<file path="config.mk">
export PLATFORM = sky130hd
export DESIGN_NAME = idpage_lock
export DESIGN_NICKNAME = d
export VERILOG_FILES = /design/src/rtl/idlk_pkg.sv /design/src/rtl/idlk_sync.sv /design/src/rtl/idlk_frame.sv /design/src/rtl/idlk_timer.sv /design/src/rtl/idpage_lock.sv
export SDC_FILE = /design/constraint.sdc
export NUM_CORES = 1
export LEC_CHECK = 0
export ABC_AREA = 1
export BUFFER_PORTS_ARGS = -buffer_cell sky130_fd_sc_hd__clkbuf_2
export CAP_MARGIN = 20
export CORE_AREA = 2 2 88 82
export CTS_CLUSTER_DIAMETER = 80
export CTS_CLUSTER_SIZE = 28
export DETAILED_ROUTE_END_ITERATION = 6
export DIE_AREA = 0 0 90 84
export PLACE_DENSITY_LB_ADDON = 0.12
export SETUP_SLACK_MARGIN = 0.02
export SKIP_CTS_REPAIR_TIMING = 1
export SLEW_MARGIN = 10
export SYNTH_ARGS = -nofsm -noshare
export SYNTH_HDL_FRONTEND = slang
export SYNTH_SLANG_ARGS = --single-unit
</file>
<file path="constraint.sdc">
create_clock -name clk_i -period 1.7 [get_ports clk_i]
set_input_delay 0.255 -clock clk_i [delete_from_list [all_inputs] [get_ports clk_i]]
set_output_delay 0.255 -clock clk_i [all_outputs]
set_load 0.005 [all_outputs]
</file>
<file path="src/rtl/idlk_pkg.sv">
package idlk_pkg;
  typedef logic [7:0] byte_t;
  localparam int unsigned BYTE_CNT_W = 3;
  // byte index just completed -> field captured
  localparam logic [BYTE_CNT_W-1:0] BYTE_OP     = 3'd0;
  localparam logic [BYTE_CNT_W-1:0] BYTE_ADR_HI = 3'd1;
  localparam logic [BYTE_CNT_W-1:0] BYTE_DATA   = 3'd3;
  // byte counts seen at chip-select rise
  localparam logic [BYTE_CNT_W-1:0] CNT_WREN    = 3'd1;
  localparam logic [BYTE_CNT_W-1:0] CNT_RD_OUT  = 3'd3;
  localparam logic [BYTE_CNT_W-1:0] CNT_LOCK    = 3'd4;
  localparam logic [BYTE_CNT_W-1:0] CNT_SAT     = 3'd5;
  localparam int unsigned A10_IN_HI  = 2;
  localparam int unsigned LOCK_DBIT  = 1;
endpackage

</file>
<file path="src/rtl/idlk_sync.sv">
module idlk_sync #(
  parameter int unsigned N = 3,
  parameter logic [N-1:0] INIT = '0
) (
  input  logic         clk_i,
  input  logic         rst_ni,
  input  logic [N-1:0] d_i,
  output logic [N-1:0] q_o,
  output logic [N-1:0] rise_o,
  output logic [N-1:0] fall_o
);
  for (genvar g = 0; g < N; g++) begin : g_bit
    logic s1, s2, s3;
    always_ff @(posedge clk_i or negedge rst_ni) begin
      if (!rst_ni) begin
        s1 <= INIT[g];
        s2 <= INIT[g];
        s3 <= INIT[g];
      end else begin
        s1 <= d_i[g];
        s2 <= s1;
        s3 <= s2;
      end
    end
    assign q_o[g]    = s2;
    assign rise_o[g] = s2 & ~s3;
    assign fall_o[g] = ~s2 & s3;
  end
endmodule

</file>
<file path="src/rtl/idlk_frame.sv">
module idlk_frame
  import idlk_pkg::*;
(
  input  logic                  clk_i,
  input  logic                  rst_ni,
  input  logic                  start_i,
  input  logic                  active_i,
  input  logic                  sck_rise_i,
  input  logic                  mosi_i,
  output byte_t                 op_o,
  output logic                  a10_o,
  output logic                  d1_o,
  output logic [BYTE_CNT_W-1:0] byte_cnt_o,
  output logic [2:0]            bit_cnt_o
);
  byte_t sh_q;
  byte_t sh_nxt;
  assign sh_nxt = {sh_q[6:0], mosi_i};

  always_ff @(posedge clk_i or negedge rst_ni) begin
    if (!rst_ni) begin
      sh_q       <= '0;
      op_o       <= '0;
      a10_o      <= 1'b0;
      d1_o       <= 1'b0;
      byte_cnt_o <= '0;
      bit_cnt_o  <= '0;
    end else if (start_i) begin
      sh_q       <= '0;
      op_o       <= '0;
      a10_o      <= 1'b0;
      d1_o       <= 1'b0;
      byte_cnt_o <= '0;
      bit_cnt_o  <= '0;
    end else if (active_i && sck_rise_i) begin
      sh_q      <= sh_nxt;
      bit_cnt_o <= bit_cnt_o + 3'd1;
      if (bit_cnt_o == 3'd7) begin
        if (byte_cnt_o != CNT_SAT) byte_cnt_o <= byte_cnt_o + 1'b1;
        unique case (byte_cnt_o)
          BYTE_OP:     op_o  <= sh_nxt;
          BYTE_ADR_HI: a10_o <= sh_nxt[A10_IN_HI];
          BYTE_DATA:   d1_o  <= sh_nxt[LOCK_DBIT];
          default: ;
        endcase
      end
    end
  end
endmodule

</file>
<file path="src/rtl/idlk_timer.sv">
module idlk_timer #(
  parameter int unsigned TW_CYCLES = 10000
) (
  input  logic clk_i,
  input  logic rst_ni,
  input  logic start_i,
  output logic busy_o,
  output logic done_o
);
  localparam int unsigned CW = $clog2(TW_CYCLES + 1);
  localparam logic [CW-1:0] LOAD = CW'(TW_CYCLES - 1);
  logic [CW-1:0] cnt_q;

  assign done_o = busy_o && (cnt_q == '0);

  always_ff @(posedge clk_i or negedge rst_ni) begin
    if (!rst_ni) begin
      busy_o <= 1'b0;
      cnt_q  <= '0;
    end else if (start_i && !busy_o) begin
      busy_o <= 1'b1;
      cnt_q  <= LOAD;
    end else if (done_o) begin
      busy_o <= 1'b0;
    end else if (busy_o) begin
      cnt_q <= cnt_q - 1'b1;
    end
  end
endmodule

</file>
<file path="src/rtl/idpage_lock.sv">
module idpage_lock
  import idlk_pkg::*;
#(
  parameter byte_t       OP_WREN   = 8'h06,
  parameter byte_t       OP_RDLS   = 8'h83,
  parameter byte_t       OP_LOCK   = 8'h82,
  parameter int unsigned TW_CYCLES = 10000
) (
  input  logic clk_i,
  input  logic rst_ni,
  input  logic cs_ni,
  input  logic sck_i,
  input  logic mosi_i,
  output logic miso_o,
  output logic miso_oe_o,
  output logic wel_o,
  output logic busy_o,
  output logic locked_o
);
  logic [2:0] pin_q, pin_rise, pin_fall;
  logic cs_q, cs_start, cs_end, sck_rise, sck_fall, mosi_q;

  idlk_sync #(.N(3), .INIT(3'b100)) u_sync (
    .clk_i, .rst_ni,
    .d_i({cs_ni, sck_i, mosi_i}),
    .q_o(pin_q), .rise_o(pin_rise), .fall_o(pin_fall)
  );
  assign cs_q     = pin_q[2];
  assign cs_start = pin_fall[2];
  assign cs_end   = pin_rise[2];
  assign sck_rise = pin_rise[1];
  assign sck_fall = pin_fall[1];
  assign mosi_q   = pin_q[0];

  byte_t                 op;
  logic                  a10, d1;
  logic [BYTE_CNT_W-1:0] byte_cnt;
  logic [2:0]            bit_cnt;

  idlk_frame u_frame (
    .clk_i, .rst_ni,
    .start_i(cs_start), .active_i(!cs_q), .sck_rise_i(sck_rise), .mosi_i(mosi_q),
    .op_o(op), .a10_o(a10), .d1_o(d1), .byte_cnt_o(byte_cnt), .bit_cnt_o(bit_cnt)
  );

  logic lock_go, wt_done;
  idlk_timer #(.TW_CYCLES(TW_CYCLES)) u_timer (
    .clk_i, .rst_ni, .start_i(lock_go), .busy_o(busy_o), .done_o(wt_done)
  );

  logic txn_ok, miso_q;
  logic rd_active, at_byte_edge, lock_drop, wren_go;
  byte_t status;

  assign status       = {7'b0, locked_o};
  assign at_byte_edge = (bit_cnt == 3'd0);
  assign rd_active    = txn_ok && (op == OP_RDLS) && a10 && (byte_cnt >= CNT_RD_OUT);
  assign wren_go      = cs_end && txn_ok && (op == OP_WREN) &&
                        (byte_cnt == CNT_WREN) && at_byte_edge;
  assign lock_go      = cs_end && txn_ok && (op == OP_LOCK) && wel_o && a10 && d1 &&
                        !locked_o && (byte_cnt == CNT_LOCK) && at_byte_edge;
  assign lock_drop    = cs_end && txn_ok && (op == OP_LOCK) && !lock_go;

  always_ff @(posedge clk_i or negedge rst_ni) begin
    if (!rst_ni) begin
      txn_ok   <= 1'b0;
      miso_q   <= 1'b0;
      wel_o    <= 1'b0;
      locked_o <= 1'b0;
    end else begin
      if (cs_start) txn_ok <= !busy_o;
      else if (cs_end) txn_ok <= 1'b0;

      if (cs_start) miso_q <= 1'b0;
      else if (sck_fall && !cs_q) miso_q <= rd_active ? status[~bit_cnt] : 1'b0;

      if (wt_done || lock_drop) wel_o <= 1'b0;
      else if (wren_go) wel_o <= 1'b1;

      if (wt_done) locked_o <= 1'b1;
    end
  end

  assign miso_o    = miso_q;
  assign miso_oe_o = !cs_q;
endmodule

</file>
==> summary.md, run 1 <==
| Metric | Value |
|---|---|
| Status | completed |
| Share of layout cells above drive strength 1 | 0.153 |
| CP top delay family | flip-flops |
| Fin. Hold Viols | 0 |
| Sw Share | 0.230 |
| Seq pwr share | 0.557 |
| TritonCTS Buffers | 5 |
| Ant diodes | 0 |
| Area Overhead vs Synth | 15.0% |
| Sequential share of the synthesized area | 0.488 |
| Net Sw Power | 0.000507 W |
| Place WS | 0.0613 ns |
| Placed cell areas | 2770 um2 |
| Post-Syn Area | 2570 um2 |
| CTS tree | built |
| Most used standard cell by instance count after synthesis | nand2_1 |
| Synth cell count leaders | 61 x nand2_1, 49 x inv_1, 47 x dfrtp_1 |
| CORE AREA | 6750 um2 |
| RSZ-0062 raised after global routing | true |
| H-tree Lvls | 2 |
| Combinational Power Share | 0.052 |
| Final WS setup | 0.132 ns |
| Setup Skew | 0.0101 ns |
| PortBufs | 9 |
| Ys flop type | dfrtp_1 |
| Worst-Margin Slew | 0.520 ns |
| Clk pwr share | 0.390 |
| Clock Latency Late Sink | 0.31 ns |
| Top cell type's share of synthesized area | 0.457 |
| Dpl hpwl | 4200 um |
| Placed cells | 421 |
| Synth Register Bits | 50 |
| Kind of critical path | register to register |
| Worst Setup End Kind | register |
| Row count | 29 |
| Area contributors post-synth | dfrtp_1 46%, nand2_1 8.9%, inv_1 7.1% |
| Clk buf depth | 2 |
| Die extent in x | 90 um |
| CP Buf/Inv Count | 2 |
| Vias in the first global route | 1962 |
| Largest net degree at the start of global routing | 51 |
| Worst hold-check path type | input port to register |
| Worst-path fanout max | 6 |
| DR vias/cell | 4.85 |
| Finished Layout Cells | 432 |
| CP startpoint kind | register |
| Maximum VDD drop | 0.000426 V |
| FMAX | 0.638 GHz |
| Mapped Nets | 332 |
| Synth area leader | dfrtp_1 |
| Final worst path period share | 0.922 |
| Fillers | 695 |
| Initial antenna violation count | 0 |
| Max-slew violation count | 0 |
| Warnings from Yosys | 0 |
| Slowest Stage Delay on Critical Path | 0.58 ns |
| Worst-path clk slew | 0.10 ns |
| Via count | 2094 |
| Setup_tns | 0 ns |
| CTS sink cnt | 50 |
| IO Pins | 10 |
| Starting Density | 0.381 |
| Post-route cell area | 2960 um2 |
| Drt drc | 0 |
| GRT Overall Usage | 0.160 |
| Post-Synthesis Cells | 317 |
| Die Ht | 84 um |
| GPL Wtd Cong | 0.811 |
| Number of synthesized flops with an enable pin | 0 |
| Fin nets | 353 |
| DRT iter0 DRCs | 179 |
| Final setup viols | 0 |
| PwrDens | 744 nW/um2 |
| Asr flop ratio synth | 1.00 |
| Grt total ovfl | 0 |
| Synth cell types | 30 |
| Routed WL per cell | 13.3 um |
| DRT antenna net count | 0 |
| Pint | 0.00169 W |
| Die Area | 7560 um2 |
| Crit path max-delay cell type | dfstp_2 |
| Max cap viols | 0 |
| Worst Path Arrival | 1.78 ns |
| Syn avg cell area | 8.12 um2 |
| First-pass GRT wire length | 9680 um |
| Rel. slew slack | 0.653 |
| CP Cell Sequence | ha_4, nand4_1, nor2_1, nand2_1, inv_1, nand3_2, buf_6, nand2_1, nor2_1 |
| Req. time, crit path | 1.91 ns |
| Leakage power | 1.50 nW |
| Shortest period the worst path allows | 1.57 ns |
| Final WL | 5760 um |
| Final core occ | 0.438 |
| Root Driver | clkbuf_8 |
| Drt first pass iters | 4 |
[kinds of logic after synthesis]
family	Yosys count	synth area share
AOI/OAI and AO/OA	33	0.0705
adders and majority gates	10	0.0486
buffers and inverters	58	0.0895
DFF	50	0.488
muxes	1	0.00389
and+or+nand+nor	165	0.300
[state kept, by name, indices dropped and copies added, names as in the netlist]
register,flops
u_frame.a10_o,1
u_frame.sh_q,7
u_sync.g_bit.s3,2
u_sync.g_bit.s1,3
u_frame.op_o,8
u_timer.busy_o,1
miso_o,1
locked_o,1
txn_ok,1
wel_o,1
u_timer.cnt_q,14
u_frame.byte_cnt_o,3
u_frame.bit_cnt_o,3
u_frame.d1_o,1
u_sync.g_bit.s2,3
[power groups by stage]
stage	Clock (W)	Combinational, W	Sequential, W
finish	0.000859	0.000115	0.00123
global route	0.000924	0.000133	0.00123
CTS	0.000878	0.000111	0.00123
detailed placement	0	0.000111	0.00125
global placement	0	0.000111	0.00125
floorplan	0	0.0000502	0.00125
[cells in the final DEF (no fill, tap or decap), types with 6 or more instances in the layout]
master     n
inv_1     47
nand4_1   12
nand2_1   61
dfrtp_1   47
nor3_1     6
clkbuf_2   9
nor2_1    39
buf_4      6
o21ai_0   22
ha_1       8
nand3_1   29
[final timing paths]
kind / startpoint / to / slack [ns] / depth (start not counted)
min reg2reg: u_sync.g_bit[0].s1$_DFF_PN0_ / u_sync.g_bit[0].s2$_DFF_PN0_ / 0.36 / 0
min: mosi_i / u_sync.g_bit[0].s1$_DFF_PN0_ / 0.04 / 1
max in group asynchronous: rst_ni / u_sync.g_bit[2].s2$_DFF_PN1_ / 0.95 / 3
max reg2reg: u_sync.g_bit[2].s2$_DFF_PN1_ / u_timer.cnt_q[4]$_DFFE_PN0P_ / 0.13 / 9
max: u_sync.g_bit[2].s2$_DFF_PN1_ / u_timer.cnt_q[4]$_DFFE_PN0P_ / 0.13 / 9
min in group asynchronous: rst_ni / u_timer.busy_o$_DFFE_PN0P_ / 0.47 / 3
[metrics by stage]
stage / total power, W / hold WS, ns
4_1_cts: 0.00222 / -0.0556
5_1_grt: 0.00229 / 0.0303
6_report: 0.00220 / 0.0420
2_1_floorplan: 0.00130 / -0.0406
3_5_place_dp: 0.00136 / 0.278
3_3_place_gp: 0.00136 / 0.271
[per-layer routing]
metal / part of all wire / GRT usage
met4: 0.013 / 0.0462
met5: 0 / 0
met2: 0.43 / 0.231
met3: 0.032 / 0.0316
met1: 0.53 / 0.241
[cell type report]
class | instances | area, um2 | share of cell area
sequential | 50 | 1250 | 0.424
inverter | 52 | 195 | 0.0660
tap | 93 | 116 | 0.0393
clock inverter | 2 | 37.5 | 0.0127
multi-input combinational | 209 | 1140 | 0.384
clock buffer | 6 | 72.6 | 0.0245
timing repair buffer | 20 | 146 | 0.0495
No activity file was read; power rests on OpenSTA's default activity.
==> run 2, diff against run 1 <==
--- a/config.mk
+++ b/config.mk
@@ -13,9 +13,9 @@
 export CTS_CLUSTER_SIZE = 28
 export DETAILED_ROUTE_END_ITERATION = 6
 export DIE_AREA = 0 0 90 84
-export PLACE_DENSITY_LB_ADDON = 0.12
 export SETUP_SLACK_MARGIN = 0.02
 export SKIP_CTS_REPAIR_TIMING = 1
+export SKIP_LAST_GASP = 1
 export SLEW_MARGIN = 10
 export SYNTH_ARGS = -nofsm -noshare
 export SYNTH_HDL_FRONTEND = slang
==> run 2 against run 1 <==
- worst hold slack worse by 0.0085 ns
- clock skew is 0.0044 ns higher
- worst setup slack better by 0.017 ns
- largest power group unchanged
==> summary.md, run 2 (same netlist as run 1, synthesis figures left out) <==
| Metric | Value |
|---|---|
| Status | completed |
| HP Start | cs_ni |
| DRT antenna net count | 0 |
| Final WS setup | 0.149 ns |
| Largest net degree at the start of global routing | 20 |
| CP dominant cell by count | ha_1 |
| Root Driver | clkbuf_8 |
| IO Pins | 10 |
| Fin nets | 352 |
| Most frequent cells in the layout | 61 x nand2_1, 49 x inv_1, 47 x dfrtp_1 |
| CP Buf/Inv Count | 1 |
| Worst-path fanout max | 5 |
| Final setup viols | 0 |
| Finished Layout Cells | 431 |
| Req. time, crit path | 1.89 ns |
| Levels on crit path | 7 |
| Worst hold stages | 1 |
| GRT Overall Usage | 0.149 |
| CTS tree | built |
| CP startpoint kind | register |
| Grt total ovfl | 0 |
| RSZ-0062 raised after global routing | false |
| Ant diodes | 0 |
| Drt first pass iters | 4 |
| First-pass GRT wire length | 9180 um |
| Worst-path clk slew | 0.09 ns |
| Final worst path period share | 0.912 |
| Origin of the critical flop-to-flop path | u_frame.bit_cnt_o[0]$_DFFE_PN0N_ |
| CP top delay family | simple AND/OR/NAND/NOR gates |
| RR Endpoint | u_frame.byte_cnt_o[0]$_DFFE_PN0P_ |
| Endpoint, Worst Hold | u_sync.g_bit[2].s1$_DFF_PN1_ |
| PwrDens | 706 nW/um2 |
| Maximum VDD drop | 0.000529 V |
| Die Ht | 84 um |
| Setup_tns | 0 ns |
| Die Area | 7560 um2 |
| Vias in the first global route | 1898 |
| Final WL | 5150 um |
| Worst hold-check path type | input port to register |
| Share of layout cells above drive strength 1 | 0.145 |
| CP Cell Sequence | ha_1, ha_1, inv_1, nor2_1, nand2_1, o21ai_0, a21oi_1 |
| Worst-Margin Slew | 0.570 ns |
| Rel. slew slack | 0.620 |
| Clk buf depth | 2 |
| Clock Latency Late Sink | 0.31 ns |
| Fillers | 690 |
| Max reg flops | 14 |
| Shortest period the worst path allows | 1.55 ns |
| Worst Path Arrival | 1.74 ns |
| Placed cells | 421 |
| H-tree Lvls | 2 |
| Place WS | 0.0997 ns |
| Worst Setup End Kind | register |
| TritonCTS Buffers | 5 |
| Row count | 29 |
| Top flop regs | u_timer.cnt_q x14, u_frame.op_o x8, u_frame.sh_q x7 |
| Routed WL per cell | 11.9 um |
| Leakage power | 1.48 nW |
| Kind of critical path | register to register |
| Largest Register | u_timer.cnt_q |
| Starting Density | 0.381 |
| Slowest Stage Delay on Critical Path | 0.37 ns |
| Commonest non-fill, non-tap cell in the layout | nand2_1 |
| PortBufs | 9 |
| Fin. Hold Viols | 0 |
| Crit path max-delay cell type | dfrtp_1 |
| Area Overhead vs Synth | 11.9% |
| Max cap viols | 0 |
| Final core occ | 0.427 |
| GPL Wtd Cong | 0.820 |
| Multi-input gate area | 1100 um2 |
| DR vias/cell | 4.71 |
| FMAX | 0.645 GHz |
| DRT iter0 DRCs | 110 |
| Dpl hpwl | 3950 um |
| Via count | 2028 |
| Initial antenna violation count | 0 |
| Die extent in x | 90 um |
| Max-slew violation count | 0 |
| Drt drc | 0 |
| CTS sink cnt | 50 |
| Seq. cell area | 1250 um2 |
| Flop-to-flop setup slack | 0.15 ns |
| Worst reg-to-reg path cell count | 7 |
| Setup Skew | 0.0145 ns |
| CORE AREA | 6750 um2 |
-- run 2: cell count changes in the layout (fill, tap and decap cells not counted), moves of 2 or more --
| cell | before | now |
|---|---|---|
| inv_2 | 5 | 3 |
| ha_4 | 2 | 0 |
| buf_4 | 6 | 9 |
| inv_1 | 47 | 49 |
-- run 2: layout make-up --
| cell class | instances | share of cell area |
|---|---|---|
| well taps | 93 | 0.0404 |
| repair buffers | 19 | 0.0426 |
| clock buffers | 5 | 0.0239 |
| multi-input cells | 209 | 0.382 |
| flip-flops and latches | 50 | 0.436 |
| clock inverters | 3 | 0.00739 |
| inverters | 52 | 0.0678 |
-- run 2: through the flow --
step	cell area, um2	hold WS, ns	power [W]
detailed placement	2760	0.216	0.00136
floorplan	2570	-0.0406	0.00130
finish	2880	0.0335	0.00203
global placement	2760	0.210	0.00135
global route	2880	0.0107	0.00213
CTS	2850	-0.119	0.00206
-- run 2: worst max-delay path by stage --
| stage | from | to | slack [ns] |
|---|---|---|---|
| 5_1_grt | u_timer.cnt_q[0]$_DFFE_PN0P_ | u_timer.cnt_q[9]$_DFFE_PN0P_ | 0.03 |
| 3_5_place_dp | u_timer.cnt_q[0]$_DFFE_PN0P_ | u_timer.cnt_q[3]$_DFFE_PN0P_ | 0.1 |
| 3_3_place_gp | u_timer.cnt_q[0]$_DFFE_PN0P_ | u_timer.cnt_q[11]$_DFFE_PN0P_ | 0.15 |
| 4_1_cts | u_timer.cnt_q[0]$_DFFE_PN0P_ | u_timer.cnt_q[3]$_DFFE_PN0P_ | 0.09 |
| 6_report | u_frame.bit_cnt_o[0]$_DFFE_PN0N_ | u_frame.byte_cnt_o[0]$_DFFE_PN0P_ | 0.15 |
| 2_1_floorplan | u_sync.g_bit[2].s2$_DFF_PN1_ | u_frame.sh_q[6]$_DFFE_PN0N_ | 0.11 |
-- run 2: report_power, final --
part           total, W  switching (W)  internal, W
sequential      0.00123      0.0000122      0.00121
clock          0.000701       0.000411     0.000290
combinational  0.000106      0.0000718    0.0000339
-- run 2: layer usage --
layer / part of all wire / vias to the layer above / global-route usage
met4: 0.0058 / 0 / 0.0378
met5: 0 / - / 0
met3: 0.027 / 2 / 0.0280
met1: 0.55 / 940 / 0.229
li1: - / 1057 / -
met2: 0.42 / 29 / 0.213
==> run 3, diff against run 2 <==
==> constraint.sdc (replaced) <==
create_clock -name clk_i -period 1.7 [get_ports clk_i]
set_input_delay 0.34 -clock clk_i [delete_from_list [all_inputs] [get_ports clk_i]]
set_output_delay 0.34 -clock clk_i [all_outputs]
set_load 0.005 [all_outputs]
==> run 3 against run 2 <==
- sequential power is essentially flat
- core utilization increased by 0.44 points
- register-to-register slack barely moved
- power is 6.6% higher
- sequential share of layout area is 0.41 points lower
- largest cell class unchanged
- clock power increased by 19%
- clock-buffer cell count rose by 1
- die area unchanged
- worst hold slack gained 0.087 ns
- via count grew 0.64%
- critical path depth down 1
==> summary.md, run 3 (same netlist as run 1, synthesis figures left out) <==
| Metric | Value |
|---|---|
| Status | completed |
| Fin. Hold Viols | 0 |
| Ant diodes | 0 |
| Top flop regs | u_timer.cnt_q x14, u_frame.op_o x8, u_frame.sh_q x7 |
| Largest Register | u_timer.cnt_q |
| Max-slew violation count | 0 |
| Drt drc | 0 |
| Largest net degree at the start of global routing | 36 |
| Final worst path period share | 0.918 |
| Global routing's busiest layer | met2 |
| Worst-Margin Slew | 0.394 ns |
| CTS sink cnt | 50 |
| CORE AREA | 6750 um2 |
| Die Area | 7560 um2 |
| Worst Path Arrival | 1.77 ns |
| Via count | 2041 |
| Routed WL per cell | 12.2 um |
| Worst-path clk slew | 0.09 ns |
| PwrDens | 745 nW/um2 |
| Shortest period the worst path allows | 1.56 ns |
| First-pass GRT wire length | 9090 um |
| DRT iter0 DRCs | 127 |
| Drt first pass iters | 4 |
| Commonest non-fill, non-tap cell in the layout | nand2_1 |
| Max reg flops | 14 |
| RSZ-0062 raised after global routing | false |
| GRT Overall Usage | 0.149 |
| Final setup viols | 0 |
| Maximum VDD drop | 0.000413 V |
| Die extent in x | 90 um |
| Worst Setup End Kind | register |
| DRT antenna net count | 0 |
| Multi-input gate area | 1110 um2 |
| IO Pins | 10 |
| Leakage power | 1.48 nW |
| Area Overhead vs Synth | 13.1% |
| Share of layout cells above drive strength 1 | 0.143 |
| WHS | 0.121 ns |
| PortBufs | 9 |
| Fin nets | 350 |
| Dpl hpwl | 3970 um |
| Finished Layout Cells | 429 |
| DR vias/cell | 4.76 |
| Grt total ovfl | 0 |
| Seq. cell area | 1260 um2 |
| Kind of critical path | register to register |
| Vias in the first global route | 1904 |
| Met1 Use GR | 0.218 |
| Initial antenna violation count | 0 |
| Clock Latency Late Sink | 0.30 ns |
| Rel. slew slack | 0.738 |
| Starting Density | 0.381 |
| Fillers | 681 |
| CTS tree | built |
| FMAX | 0.641 GHz |
| Worst hold-check path type | input port to register |
| Placed cells | 420 |
| Row count | 29 |
| H-tree Lvls | 2 |
| Post-route cell area | 2910 um2 |
| Setup Skew | 0.00901 ns |
| Met2 usage | 0.221 |
| Met3 GRT Util | 0.0325 |
| Setup_tns | 0 ns |
| Placed cell areas | 2760 um2 |
| Die Ht | 84 um |
| TritonCTS Buffers | 5 |
| Clk buf depth | 2 |
| Max cap viols | 0 |
| Most frequent cells in the layout | 61 x nand2_1, 49 x inv_1, 46 x dfrtp_1 |
| Final WL | 5250 um |
| Worst-path fanout max | 9 |
| Req. time, crit path | 1.91 ns |
| CP startpoint kind | register |
| GPL Wtd Cong | 0.855 |
| Root Driver | clkbuf_8 |
[run 3: cell count changes in the layout (fill, tap and decap cells not counted), sizes merged]
cell,change
clkbuf,+1
clkinv,-2
buf,-2
bufinv,+1
[run 3: final cells by class]
type / instances / area share
Clock inverter: 2 / 0.0129
Tap cell: 93 / 0.0400
Multi-Input combinational cell: 209 / 0.382
Sequential cell: 50 / 0.432
Inverter: 52 / 0.0671
Clock buffer: 6 / 0.0249
Timing Repair Buffer: 17 / 0.0413
[run 3: per-layer routing]
metal / vias up / wire length [um] / share of wire
li1: 1048 / - / -
met1: 955 / 2680 / 0.51
met2: 33 / 2390 / 0.45
met3: 5 / 154 / 0.029
met4: 0 / 27 / 0.0051
met5: - / 0 / 0
[run 3: through the flow]
stage               total power [W]  setup slack (ns)  utilization
finish                      0.00217             0.139        0.431
global route                0.00226            0.0340        0.431
CTS                         0.00220            0.0929        0.426
detailed placement          0.00136             0.111        0.410
global placement            0.00135             0.163        0.410
floorplan                   0.00130             0.112            -
[run 3: where the power goes]
part / switching (W) / internal (W) / total (W) / leakage [nW]
Sequential: 0.0000122 / 0.00121 / 0.00123 / 0.672
Combinational: 0.0000722 / 0.0000353 / 0.000107 / 0.758
Clock: 0.000395 / 0.000439 / 0.000834 / 0.0514
[run 3: path summary, 6_finish.rpt]
| kind | start | to | slack [ns] | cells after the start |
|---|---|---|---|---|
| max | u_sync.g_bit[2].s2$_DFF_PN1_ | u_frame.op_o[1]$_DFFE_PN0P_ | 0.14 | 6 |
| min | cs_ni | u_sync.g_bit[2].s1$_DFF_PN1_ | 0.12 | 1 |
| max reg2reg | u_sync.g_bit[2].s2$_DFF_PN1_ | u_frame.op_o[1]$_DFFE_PN0P_ | 0.14 | 6 |
| min reg2reg | u_sync.g_bit[0].s1$_DFF_PN0_ | u_sync.g_bit[0].s2$_DFF_PN0_ | 0.36 | 0 |
| max in group asynchronous | rst_ni | u_timer.busy_o$_DFFE_PN0P_ | 0.67 | 3 |
| min in group asynchronous | rst_ni | u_sync.g_bit[0].s1$_DFF_PN0_ | 0.49 | 2 |
[run 3: worst max-delay path: stages, from the launching register on]
cell	delay [ns]
dfstp_2	0.57
inv_1	0.07
ha_1	0.19
buf_4	0.17
nor2_1	0.28
nand2_1	0.09
o21ai_0	0.09
